===== src/rtl/sem_bank_pkg.sv =====
package sem_bank_pkg;

  typedef struct packed {
    logic own_l;
    logic own_r;
    logic pend_l;
    logic pend_r;
  } flag_state_t;

  localparam flag_state_t FLAG_FREE = '0;

  // Rising edge of the strobe measured against its registered copy.
  function automatic logic strobe_rise(input logic now_v, input logic prev_v);
    return now_v & ~prev_v;
  endfunction

  // Read value seen by a port: 0 for the owner, 1 otherwise.
  function automatic logic seen_status(input logic owns);
    return ~owns;
  endfunction

  // One flag's next state from the releases and requests of this edge.
  function automatic flag_state_t flag_step(input flag_state_t cur,
                                            input logic l_req, input logic l_rel,
                                            input logic r_req, input logic r_rel);
    flag_state_t nx;
    logic l_want;
    logic r_want;
    nx.own_l = cur.own_l & ~l_rel;
    nx.own_r = cur.own_r & ~r_rel;
    l_want   = (cur.pend_l | l_req) & ~l_rel & ~nx.own_l;
    r_want   = (cur.pend_r | r_req) & ~r_rel & ~nx.own_r;
    if (!nx.own_l && !nx.own_r && l_want) begin
      nx.own_l = 1'b1;
      l_want   = 1'b0;
    end else if (!nx.own_l && !nx.own_r && r_want) begin
      nx.own_r = 1'b1;
      r_want   = 1'b0;
    end
    nx.pend_l = l_want;
    nx.pend_r = r_want;
    return nx;
  endfunction

endpackage


===== src/rtl/sem_bank_front.sv =====
module sem_bank_front #(
  parameter int NFLAG = 8,
  parameter int AW    = 3
) (
  input  logic             clk,
  input  logic             rst,
  input  logic             sel_n,
  input  logic             mem_en_n,
  input  logic             rw,
  input  logic             oe_n,
  input  logic [AW-1:0]    addr,
  input  logic             wbit,
  output logic             commit,
  output logic             rd_ok,
  output logic [NFLAG-1:0] req_vec,
  output logic [NFLAG-1:0] rel_vec
);
  import sem_bank_pkg::*;

  logic rw_q;
  logic access;

  // Reset to high so a strobe held high out of reset is not an edge.
  always_ff @(posedge clk) begin
    if (rst) rw_q <= 1'b1;
    else     rw_q <= rw;
  end

  assign access = ~sel_n & mem_en_n;
  assign commit = access & strobe_rise(rw, rw_q);
  assign rd_ok  = access & rw & ~oe_n;

  for (genvar i = 0; i < NFLAG; i++) begin : g_dec
    logic hit;
    assign hit        = (addr == AW'(i));
    assign req_vec[i] = commit & hit & ~wbit;
    assign rel_vec[i] = commit & hit & wbit;
  end

endmodule


===== src/rtl/sem_bank_cell.sv =====
module sem_bank_cell (
  input  logic                      clk,
  input  logic                      rst,
  input  logic                      l_req,
  input  logic                      l_rel,
  input  logic                      r_req,
  input  logic                      r_rel,
  output sem_bank_pkg::flag_state_t st
);
  import sem_bank_pkg::*;

  always_ff @(posedge clk) begin
    if (rst) st <= FLAG_FREE;
    else     st <= flag_step(st, l_req, l_rel, r_req, r_rel);
  end

endmodule


===== src/rtl/sem_bank_lanes.sv =====
module sem_bank_lanes #(
  parameter int NFLAG  = 8,
  parameter int AW     = 3,
  parameter int LANE_W = 9
) (
  input  logic              rd_ok,
  input  logic [AW-1:0]     addr,
  input  logic [NFLAG-1:0]  own_vec,
  input  logic [1:0]        be_n,
  output logic [LANE_W-1:0] q_lo,
  output logic [LANE_W-1:0] q_hi,
  output logic [1:0]        q_en
);
  import sem_bank_pkg::*;

  logic status;

  assign status = seen_status(own_vec[addr]);
  assign q_en   = {2{rd_ok}} & ~be_n;
  assign q_lo   = q_en[0] ? {LANE_W{status}} : '0;
  assign q_hi   = q_en[1] ? {LANE_W{status}} : '0;

endmodule


===== src/rtl/sem_bank_top.sv =====
module sem_bank_top #(
  parameter int NFLAG  = 8,
  parameter int AW     = 3,
  parameter int LANE_W = 9
) (
  input  logic              clk,
  input  logic              rst,
  input  logic              lt_sel_n,
  input  logic              lt_mem_en_n,
  input  logic              lt_rw,
  input  logic              lt_oe_n,
  input  logic [AW-1:0]     lt_addr,
  input  logic              lt_wbit,
  input  logic [1:0]        lt_be_n,
  output logic [LANE_W-1:0] lt_q_lo,
  output logic [LANE_W-1:0] lt_q_hi,
  output logic [1:0]        lt_q_en,
  input  logic              rt_sel_n,
  input  logic              rt_mem_en_n,
  input  logic              rt_rw,
  input  logic              rt_oe_n,
  input  logic [AW-1:0]     rt_addr,
  input  logic              rt_wbit,
  input  logic [1:0]        rt_be_n,
  output logic [LANE_W-1:0] rt_q_lo,
  output logic [LANE_W-1:0] rt_q_hi,
  output logic [1:0]        rt_q_en
);
  import sem_bank_pkg::*;

  // Index 0 is the left port, index 1 the right port.
  logic [1:0]       port_commit;
  logic [1:0]       port_rd_ok;
  logic [NFLAG-1:0] l_req_vec, l_rel_vec, r_req_vec, r_rel_vec;
  logic [NFLAG-1:0] own_l_vec, own_r_vec, pend_l_vec, pend_r_vec;

  sem_bank_front #(.NFLAG(NFLAG), .AW(AW)) u_front_lt (
    .clk(clk), .rst(rst), .sel_n(lt_sel_n), .mem_en_n(lt_mem_en_n),
    .rw(lt_rw), .oe_n(lt_oe_n), .addr(lt_addr), .wbit(lt_wbit),
    .commit(port_commit[0]), .rd_ok(port_rd_ok[0]),
    .req_vec(l_req_vec), .rel_vec(l_rel_vec)
  );

  sem_bank_front #(.NFLAG(NFLAG), .AW(AW)) u_front_rt (
    .clk(clk), .rst(rst), .sel_n(rt_sel_n), .mem_en_n(rt_mem_en_n),
    .rw(rt_rw), .oe_n(rt_oe_n), .addr(rt_addr), .wbit(rt_wbit),
    .commit(port_commit[1]), .rd_ok(port_rd_ok[1]),
    .req_vec(r_req_vec), .rel_vec(r_rel_vec)
  );

  for (genvar i = 0; i < NFLAG; i++) begin : g_flag
    flag_state_t st;
    sem_bank_cell u_cell (
      .clk(clk), .rst(rst),
      .l_req(l_req_vec[i]), .l_rel(l_rel_vec[i]),
      .r_req(r_req_vec[i]), .r_rel(r_rel_vec[i]),
      .st(st)
    );
    assign own_l_vec[i]  = st.own_l;
    assign own_r_vec[i]  = st.own_r;
    assign pend_l_vec[i] = st.pend_l;
    assign pend_r_vec[i] = st.pend_r;
  end

  sem_bank_lanes #(.NFLAG(NFLAG), .AW(AW), .LANE_W(LANE_W)) u_lanes_lt (
    .rd_ok(port_rd_ok[0]), .addr(lt_addr), .own_vec(own_l_vec), .be_n(lt_be_n),
    .q_lo(lt_q_lo), .q_hi(lt_q_hi), .q_en(lt_q_en)
  );

  sem_bank_lanes #(.NFLAG(NFLAG), .AW(AW), .LANE_W(LANE_W)) u_lanes_rt (
    .rd_ok(port_rd_ok[1]), .addr(rt_addr), .own_vec(own_r_vec), .be_n(rt_be_n),
    .q_lo(rt_q_lo), .q_hi(rt_q_hi), .q_en(rt_q_en)
  );

endmodule


===== config.mk =====
export PLATFORM = sky130hd
export DESIGN_NAME = sem_bank_top
export DESIGN_NICKNAME = d
export VERILOG_FILES = /design/src/rtl/sem_bank_pkg.sv /design/src/rtl/sem_bank_front.sv /design/src/rtl/sem_bank_cell.sv /design/src/rtl/sem_bank_lanes.sv /design/src/rtl/sem_bank_top.sv
export SDC_FILE = /design/constraint.sdc
export NUM_CORES = 1
export LEC_CHECK = 0
export ABC_AREA = 1
export BUFFER_PORTS_ARGS = -buffer_cell sky130_fd_sc_hd__buf_2
export CAP_MARGIN = 30
export CORE_UTILIZATION = 39
export DETAILED_ROUTE_END_ITERATION = 8
export SLEW_MARGIN = 0
export SYNTH_ARGS = -nofsm -noshare
export SYNTH_HDL_FRONTEND = slang
export SYNTH_HIERARCHICAL = 1
export SYNTH_SLANG_ARGS = --single-unit

===== constraint.sdc =====
create_clock -name clk -period 2.2 [get_ports clk]
set_input_delay 0.66 -clock clk [delete_from_list [all_inputs] [get_ports clk]]
set_output_delay 0.66 -clock clk [all_outputs]
set_load 0.02 [all_outputs]

==> reports/qor.csv, run 1 <==
stage;metric;value;unit
worst_setup_path;CP delay by family, top;simple AND/OR/NAND/NOR gates;
clocking;root buffer cell;clkbuf_8;
global_route;antenna violations before repair;0;
route;Antenna Nets Post-Route;0;
die;total die area;0.006767;mm²
route;Top Metal Used;met4;
layout;nets;503;
route;DR vias/cell;4.386;
place;gpl congestion;0.7750;
layout;P&R area growth vs syn;33.02;%
clocking;Inserted Clock Buffers;5;
timing;Rel. slew slack;71.93;%
worst_setup_path;worst r2r src;u_front_lt/rw_q$_SDFF_PP1_;
timing;Tightest Pin Transition;0.4210;ns
place;dpl cell area;0.002844;mm²
global_route;largest net degree at the start of global routing;19;
worst_setup_path;category of the most critical setup path;in2out;
synthesis;#FFs+latches synth;34;
route;WL met3;200;µm
route;Vias;2443;
timing;Tcrit/Tclk final;102.8;%
worst_setup_path;worst path bufs/invs;5;
synthesis;syn_area_per_cell;5.816;µm²
die;site row count;28;
synthesis;Post-Syn Nets;454;
layout;ANT cells;0;
pwr;worst vdd ir;0.2637;mV
clocking;CTS Buffer Depth;2;
clocking;Clock transition at path regs;0.07;ns
clocking;# clock sinks;34;
hold_path;Hold Crit Class;reg2reg;
timing;Tmin final;2.261;ns
place;HPWL after detailed placement;4.036;mm
die;Starting Density;41.45;%
global_route;grt total ovfl;0;
place;Buffers on Ports;61;
synthesis;Syn Inst Count;432;
clocking;Worst-Skew Late Latency;0.28;ns
hold_path;HP Start;g_flag[3].u_cell/st[0]$_SDFF_PP0_;
pwr;Power Dens Cells;421.9;mW/mm²
die;Std-Cell Core Area;0.006061;mm²
die;I/O pin count;62;
timing;unrepaired setup endpoints after global routing;true;
clocking;H-tree levels;2;
route;TritonRoute pass-1 iters;4;
timing;clock skew;0.007862;ns
global_route;Total GRT Usage;17.91;%
route;DRT iter0 DRCs;111;
worst_setup_path;Worst Path Max Fanout;5;
layout;Final Non-Filler Cells;557;
pwr;leakage;1.686;nW
die;Die Ht;82.26;µm
layout;design area;0.003342;mm²
route;WL met1;2.622;mm
worst_setup_path;CP max-delay cell;nor2_4;
synthesis;Yosys cell types;15;
die;Die Width;82.26;µm
outcome;run status;finished, violations left;
synthesis;register area share after synthesis;27.09;%
synthesis;cell area after synthesis;0.002512;mm²
route;met2 routed WL;2.764;mm
route;Total Routed Length;5.635;mm
route;WL/cell;10.12;µm
layout;Post-Route Utilization;55.14;%
worst_setup_path;Setup crit start kind;input port;
place;placed insts;541;
worst_setup_path;origin of the worst setup path;rt_sel_n;
worst_setup_path;CP arrival;1.60;ns
worst_setup_path;crit path cell chain;buf_12 -> inv_16 -> nand2_8 -> nor3b_4 -> inv_2 -> nor2_4 -> inv_2 -> nor2_4 -> buf_6;
clocking;Hold Buf Count CTS;0;
clocking;CTS tree;done;
layout;layout cell share with drive strength beyond 1;29.46;%
timing;worst setup margin;-0.06061;ns
outcome;failing checks;negative setup slack;
global_route;vias in the first global route;2209;
timing;Final setup viols;36;
worst_setup_path;Crit. End Element;output port;
place;Post-Place Setup Slack;-0.1840;ns
synthesis;YS warnings;6;
timing;Max Fclk;0.4424;GHz
route;DRC violations left;0;
timing;final-report hold violation count;0;
job;max cap viols;0;
timing;Final Slew Violations;0;
global_route;global-route wire length before repair;9.197;mm
worst_setup_path;WP data required;1.54;ns
worst_setup_path;CP peak stage delay;0.18;ns
metrics by stage:
step                      hold slack (ns)  total power, W  TNS [ns]
after detailed placement           0.5327       0.0008121    -5.696
final                              0.5405        0.001410    -1.437
after CTS                          0.5435        0.001422    -2.178
after floorplan                    0.5104       0.0007554    -5.628
after global placement             0.5310       0.0008105    -4.553
after global routing               0.5840        0.001470    -4.194
layer usage:
metal  vias to the layer above  track usage (%)
met3                         4            3.516
met5                         -                0
met2                        44            31.74
met4                         0            4.737
li1                       1336                -
met1                      1059            21.93
flip-flops by register name, summed over array words and instances (netlist names):
register,count
u_front_rt/rw_q,1
u_front_lt/rw_q,1
g_flag.u_cell/st,32
worst paths after layout:
path              slack (ns)  depth (start not counted)                           endpoint
setup / recovery       -0.06                          9                         rt_q_hi[6]
hold / removal          0.54                          4  g_flag[3].u_cell/st[0]$_SDFF_PP0_
setup reg to reg        0.81                         10  g_flag[5].u_cell/st[2]$_SDFF_PP0_
hold reg to reg         0.54                          4  g_flag[3].u_cell/st[0]$_SDFF_PP0_
tightest hold or removal path, delay by kind of cell, from the launching register on:
kind / cells / cell delay [ns]
buffers and inverters: 1 / 0.04
AND/OR/NAND/NOR: 3 / 0.16
flip-flops: 1 / 0.30
synth_stat cells:
| library cell | count | share of area, % |
|---|---|---|
| buf_2 | 2 | 0.40 |
| nor3b_1 | 2 | 0.60 |
| inv_2 | 4 | 0.60 |
| nor2_8 | 2 | 1.6 |
| nand2_2 | 28 | 7.0 |
| or2_2 | 2 | 0.50 |
| dfxtp_1 | 34 | 27 |
| inv_1 | 92 | 14 |
| buf_4 | 32 | 9.6 |
| nand3_2 | 2 | 0.80 |
| nand3_1 | 30 | 6.0 |
| nor2_1 | 112 | 17 |
| a21boi_0 | 8 | 2.4 |
| nand4_1 | 8 | 2.0 |
| nand2_1 | 74 | 11 |
cells by family (layout without fill, tap and decap cells):
group                  after synthesis  after routing  synth area share (%)
and+or+nand+nor                    260            264                 46.21
DFF                                 34             34                 27.09
buffers and inverters              130            176                 24.30
AOI/OAI and AO/OA                    8              8                 2.391
placed cells by master, fill, tap and decap left out:
cell type,n
clkbuf_8,5
nand2_4,2
nand3_2,2
nor2_1,104
nor3b_4,2
inv_16,2
clkbuf_1,2
nor2_8,2
a21boi_0,8
nand2_8,2
nand3_1,30
nand2_2,30
nor2_4,12
dfxtp_1,34
or2_2,2
nand4_1,8
inv_2,6
bufinv_16,1
nand2_1,68
buf_4,11
inv_1,86
buf_6,39
buf_12,2
buf_2,20
inv_4,2
power breakdown:
part	leakage (nW)	internal, W	switching [W]
clock	0.0524	0.000339	0.000232
sequential	0.274	0.000618	0.000000968
combinational	1.36	0.0000870	0.000133
total	1.69	0.00104	0.000366
final cells by class:
type	count	area, µm²
Sequential cell	34	680.7
Clock inverter	1	30.03
Multi-Input combinational cell	272	1401
Clock buffer	7	76.32
Timing Repair Buffer	72	661.9
Fill cell	610	2719
Inverter	96	397.9
Tap cell	75	93.84
timing repair:
| item | 4_1_cts | 5_1_grt |
|---|---|---|
| pin swaps | 13 | 10 |
| resized for setup | 88 | 15 |
| cloned | 4 | 0 |
| setup endpoints to repair | 36 | 37 |
| setup buffers | 4 | 1 |
(Power assumes the default switching activity.)
==> inputs of run 2 (changes only) <==
--- a/config.mk
+++ b/config.mk
@@ -15,3 +15,4 @@
 export SYNTH_HDL_FRONTEND = slang
 export SYNTH_HIERARCHICAL = 1
 export SYNTH_SLANG_ARGS = --single-unit
+export TNS_END_PERCENT = 50
==> run 2 against run 1 <==
Net effect:
- the flow still finishes with violations (negative setup slack)
- first-iteration DRC count increased by 2.7%
- final cell count decreased by 0.36%
- highest routed layer unchanged
- clock power decreased by 13%
- largest cell class unchanged
- worst setup slack got worse by 0.014 ns
- worst hold slack got worse by 0.00089 ns
- non-clock buffer count decreased by 2
- maximum frequency decreased by 0.61%
- global-route usage decreased by 0.77 points
- clock-buffer cell count decreased by 1
- flip-flop and latch count unchanged
- routed wire length decreased by 3.7%
==> reports/qor.csv, run 2 (synthesis gave the netlist of run 1 again) <==
stage;metric;value;unit
outcome;run status;finished, violations left;
outcome;failing checks;negative setup slack;
die;Die Width;82.26;µm
worst_setup_path;Worst Path Max Fanout;5;
layout;Filler Cell Count;599;
clocking;Clock transition at path regs;0.07;ns
layout;register with the most flip-flops;g_flag.u_cell/st;
global_route;grt total ovfl;0;
clocking;CTS tree;done;
worst_setup_path;flop-to-flop setup slack;0.80;ns
global_route;largest net degree at the start of global routing;19;
timing;setup TNS;-1.298;ns
pwr;Clk pwr share;37.5;%
global_route;Total GRT Usage;17.15;%
pwr;leakage;1.657;nW
job;max cap viols;0;
die;total die area;0.006767;mm²
global_route;antenna violations before repair;0;
timing;Max Fclk;0.4396;GHz
die;I/O pin count;62;
global_route;met3 Resource Use GR;2.967;%
worst_setup_path;category of the most critical setup path;in2out;
hold_path;Hold Crit Class;reg2reg;
layout;most common cell after layout, fill and taps aside;nor2_1;
route;Antenna Nets Post-Route;0;
worst_setup_path;Crit. End Element;output port;
pwr;Pint;0.0009529;W
timing;Rel. slew slack;75.10;%
layout;nets;501;
timing;Tmin final;2.275;ns
route;DR vias/cell;4.378;
clocking;root buffer cell;clkbuf_8;
pwr;Power Dens Cells;407.4;mW/mm²
route;Total Routed Length;5.427;mm
clocking;CTS Buffer Depth;2;
global_route;GRT busiest layer;met2;
pwr;sequential power share;46.5;%
timing;Final setup viols;28;
global_route;vias in the first global route;2107;
timing;Tightest Pin Transition;0.3735;ns
layout;max reg flops;32;
timing;Tcrit/Tclk final;103.4;%
clocking;Inserted Clock Buffers;5;
place;Buffers on Ports;61;
pwr;worst vdd ir;0.2567;mV
timing;Final Slew Violations;0;
worst_setup_path;Setup crit start kind;input port;
route;DRC violations left;0;
global_route;met2 Use GR;28.76;%
layout;ANT cells;0;
pwr;Power, Total;0.001331;W
global_route;met1 Use GR;21.80;%
pwr;Psw;0.0003780;W
layout;layout cell share with drive strength beyond 1;29.79;%
pwr;Gate power share;16.1;%
global_route;global-route wire length before repair;8.873;mm
timing;final-report hold violation count;0;
route;Vias;2430;
die;Die Ht;82.26;µm
die;site row count;28;
route;DRT iter0 DRCs;114;
place;HPWL after detailed placement;4.032;mm
die;Std-Cell Core Area;0.006061;mm²
layout;P&R area growth vs syn;30.03;%
route;WL/cell;9.778;µm
worst_setup_path;CP arrival;1.61;ns
layout;commonest non-fill, non-tap cells in the layout;nor2_1, inv_1, nand2_1;
layout;top flop regs;g_flag.u_cell/st (32), u_front_lt/rw_q (1), u_front_rt/rw_q (1);
clocking;Worst-Skew Late Latency;0.29;ns
timing;worst setup margin;-0.07456;ns
clocking;H-tree levels;2;
clocking;# clock sinks;34;
pwr;switch share;28.40;%
route;TritonRoute pass-1 iters;4;
layout;Post-Route Utilization;53.90;%
place;Post-Place Setup Slack;-0.1689;ns
timing;clock skew;0.003549;ns
timing;unrepaired setup endpoints after global routing;true;
die;Starting Density;41.45;%
worst_setup_path;WP data required;1.54;ns
place;gpl congestion;0.7904;
[run 2: worst max-delay path, cell delays in order]
cell     delay [ns]
buf_12         0.11
inv_16         0.05
nand2_8        0.04
nor3b_4        0.17
inv_2          0.08
nor2_4         0.11
inv_2          0.07
nor2_4         0.17
buf_6          0.15
[run 2: metrics by stage]
stage	std cells	cell area, µm²	hold WS (ns)
after CTS	554	3179	0.5401
final	555	3267	0.5396
after floorplan	432	2725	0.5104
after detailed placement	541	2844	0.5283
after global routing	555	3267	0.5881
after global placement	541	2844	0.5278
[run 2: final timing paths]
check,startpoint,to,cells after the start
worst max-delay path,rt_sel_n,rt_q_lo[8],9
worst min-delay path,g_flag[4].u_cell/st[0]$_SDFF_PP0_,g_flag[4].u_cell/st[0]$_SDFF_PP0_,4
worst max register to register,u_front_lt/rw_q$_SDFF_PP1_,g_flag[6].u_cell/st[2]$_SDFF_PP0_,10
worst min register to register,g_flag[4].u_cell/st[0]$_SDFF_PP0_,g_flag[4].u_cell/st[0]$_SDFF_PP0_,4
[run 2: area by class of cell]
class                   count  area [µm²]  share of cell area [%]
repair buffers             70       599.3                   18.35
multi-input cells         272        1400                   42.86
clock buffers               6       82.58                   2.528
well taps                  75       93.84                   2.872
clock inverters             2       12.51                  0.3830
inverters                  96       397.9                   12.18
flip-flops and latches     34       680.7                   20.83
[run 2: power groups by stage]
stage               Combinational [W]  Clock, W  Sequential, W
global placement             0.000176         0       0.000633
CTS                          0.000204  0.000519       0.000618
global route                 0.000235  0.000533       0.000618
finish                       0.000214  0.000498       0.000618
detailed placement           0.000176         0       0.000633
floorplan                    0.000121         0       0.000633
[run 2: metal layers]
metal	routed length, µm	vias to the layer above
met4	110	0
met3	153	10
met1	2651	1047
met5	0	-
met2	2511	42
li1	-	1331
[run 2: timing repair]
action | 4_1_cts | 5_1_grt
gates cloned | 4 | 0
buffers inserted | 1 | 1
resized for setup | 67 | 25
pin swaps | 12 | 12
hold buffers | 0 | 0
setup endpoints to repair | 36 | 36
==> inputs of run 3 (changes only) <==
--- a/config.mk
+++ b/config.mk
@@ -10,7 +10,9 @@
 export CAP_MARGIN = 30
 export CORE_UTILIZATION = 39
 export DETAILED_ROUTE_END_ITERATION = 8
-export SLEW_MARGIN = 0
+export GPL_TIMING_DRIVEN = 0
+export SKIP_LAST_GASP = 1
+export SLEW_MARGIN = 10
 export SYNTH_ARGS = -nofsm -noshare
 export SYNTH_HDL_FRONTEND = slang
 export SYNTH_HIERARCHICAL = 1
==> run 3 against run 2 <==
Net effect:
- the flow still finishes with violations (negative setup slack)
- clock skew increased by 0.0014 ns
- largest power group is now clock
- highest routed layer unchanged
- total power up 16%
- clock power is 42% higher
- largest cell class unchanged
- core utilization is 4.7 points higher
- critical path depth increased by 2
- global-route usage is 1.1 points higher
- worst setup slack lost 0.10 ns
- worst hold slack improved by 0.0049 ns
- die area unchanged
- design area increased by 8.8%
- first-iteration DRC count down 38%
==> reports/qor.csv, run 3 (synthesis gave the netlist of run 1 again) <==
stage;metric;value;unit
global_route;Total GRT Usage;18.23;%
timing;Tcrit/Tclk final;108.1;%
worst_setup_path;category of the most critical setup path;in2out;
timing;Final setup viols;36;
job;max cap viols;0;
die;Die Ht;82.26;µm
place;gpl congestion;0.8084;
clocking;Hold Buf Count CTS;0;
layout;register with the most flip-flops;g_flag.u_cell/st;
pwr;Pint;0.001161;W
route;DRT iter0 DRCs;71;
clocking;# clock sinks;34;
route;Antenna Nets Post-Route;0;
hold_path;hold path cells;4;
timing;worst setup margin;-0.1777;ns
worst_setup_path;CP arrival;1.72;ns
pwr;Psw;0.0003824;W
route;DR vias/cell;4.237;
layout;nets;529;
pwr;Clk pwr share;45.7;%
global_route;largest net degree at the start of global routing;19;
clocking;H-tree levels;2;
timing;Final Slew Violations;0;
layout;P&R area growth vs syn;41.43;%
place;HPWL after detailed placement;4.129;mm
clocking;Worst-Skew Late Latency;0.28;ns
timing;clock skew;0.004917;ns
layout;layout cell share with drive strength beyond 1;33.27;%
clocking;CTS Buffer Depth;2;
worst_setup_path;WP data required;1.54;ns
pwr;Power, Total;0.001544;W
timing;final-report hold violation count;0;
die;Starting Density;41.45;%
global_route;antenna violations before repair;0;
clocking;root buffer cell;clkbuf_8;
timing;Rel. slew slack;74.67;%
layout;most common cell after layout, fill and taps aside;nor2_1;
worst_setup_path;Crit. End Element;output port;
route;Total Routed Length;5.635;mm
global_route;vias in the first global route;2104;
hold_path;Hold Crit Class;reg2reg;
layout;top flop regs;g_flag.u_cell/st (32), u_front_lt/rw_q (1), u_front_rt/rw_q (1);
pwr;Gate power share;14.3;%
timing;unrepaired setup endpoints after global routing;true;
global_route;global-route wire length before repair;9.377;mm
layout;ANT cells;0;
outcome;run status;finished, violations left;
worst_setup_path;Worst Path Max Fanout;5;
timing;Tightest Pin Transition;0.3800;ns
route;TritonRoute pass-1 iters;4;
die;site row count;28;
pwr;switch share;24.77;%
pwr;Power Dens Cells;434.4;mW/mm²
worst_setup_path;reg2reg path depth;10;
die;Die Width;82.26;µm
route;Vias;2470;
outcome;failing checks;negative setup slack;
layout;commonest non-fill, non-tap cells in the layout;nor2_1, inv_1, nand2_1;
clocking;CTS tree;done;
pwr;leakage;1.854;nW
die;total die area;0.006767;mm²
route;WL/cell;9.666;µm
pwr;sequential power share;40.0;%
clocking;Inserted Clock Buffers;5;
timing;Max Fclk;0.4206;GHz
die;Std-Cell Core Area;0.006061;mm²
clocking;Clock transition at path regs;0.08;ns
layout;Filler Cell Count;611;
pwr;worst vdd ir;0.3697;mV
route;DRC violations left;0;
layout;max reg flops;32;
place;Buffers on Ports;59;
timing;Tmin final;2.378;ns
timing;setup TNS;-5.397;ns
global_route;grt total ovfl;0;
worst_setup_path;Setup crit start kind;input port;
die;I/O pin count;62;
[run 3: cell count changes in the layout (fill, tap and decap cells not counted), moves of 2 or more]
| cell | before | now |
|---|---|---|
| bufinv_16 | 0 | 2 |
| buf_2 | 21 | 33 |
| nor2_4 | 12 | 10 |
| buf_4 | 20 | 18 |
| buf_6 | 27 | 47 |
| nand2_1 | 68 | 70 |
[run 3: final timing paths]
kind	startpoint	slack (ns)	endpoint
setup / recovery	lt_sel_n	-0.18	lt_q_hi[7]
hold / removal	g_flag[3].u_cell/st[0]$_SDFF_PP0_	0.54	g_flag[3].u_cell/st[0]$_SDFF_PP0_
hold reg to reg	g_flag[3].u_cell/st[0]$_SDFF_PP0_	0.54	g_flag[3].u_cell/st[0]$_SDFF_PP0_
setup reg to reg	u_front_rt/rw_q$_SDFF_PP1_	0.82	g_flag[1].u_cell/st[0]$_SDFF_PP0_
[run 3: area by class of cell]
cell class	count	area [µm²]	share of cell area [%]
Multi-Input combinational cell	270	1374	38.66
Sequential cell	34	680.7	19.15
Timing Repair Buffer	66	529.3	14.89
Inverter	96	397.9	11.20
Buffer	34	340.3	9.577
Tap cell	75	93.84	2.641
Clock buffer	5	68.82	1.937
Clock inverter	3	68.82	1.937
[run 3: worst max-delay path: stages]
cell,delay [ns]
buf_12,0.11
inv_16,0.05
nand2_8,0.04
nor3b_4,0.18
inv_2,0.08
nor2_4,0.12
inv_2,0.05
nor2_4,0.09
buf_6,0.13
buf_6,0.09
buf_6,0.10
[run 3: power groups by stage]
stage               Sequential [W]  Combinational, W  Clock (W)
detailed placement        0.000633          0.000186          0
finish                    0.000618          0.000220   0.000705
global route              0.000619          0.000242   0.000748
global placement          0.000633          0.000186          0
CTS                       0.000618          0.000218   0.000721
floorplan                 0.000633          0.000121          0
[run 3: what timing repair did]
item | in CTS | in global routing
setup buffers | 8 | 1
pin swaps | 9 | 10
endpoints found under the setup margin | 36 | 36
gates cloned | 3 | 1
resized for setup | 58 | 16
[run 3: layer usage]
metal,track usage [%],wire length [µm]
met5,0,0
met4,4.211,32
met3,3.407,228
met2,31.16,2687
met1,23.57,2686
[run 3: stage by stage]
step	instance area, µm²	util, %	setup slack (ns)	std cells	hold WS (ns)
final	3553	58.63	-0.1777	583	0.5445
after global routing	3553	58.63	-0.2664	583	0.5712
after CTS	3583	59.12	-0.2217	585	0.5495
after detailed placement	3114	51.38	-0.3929	566	0.5359
after global placement	3114	51.38	-0.3712	566	0.5298
after floorplan	2725	-	-0.1929	432	0.5104
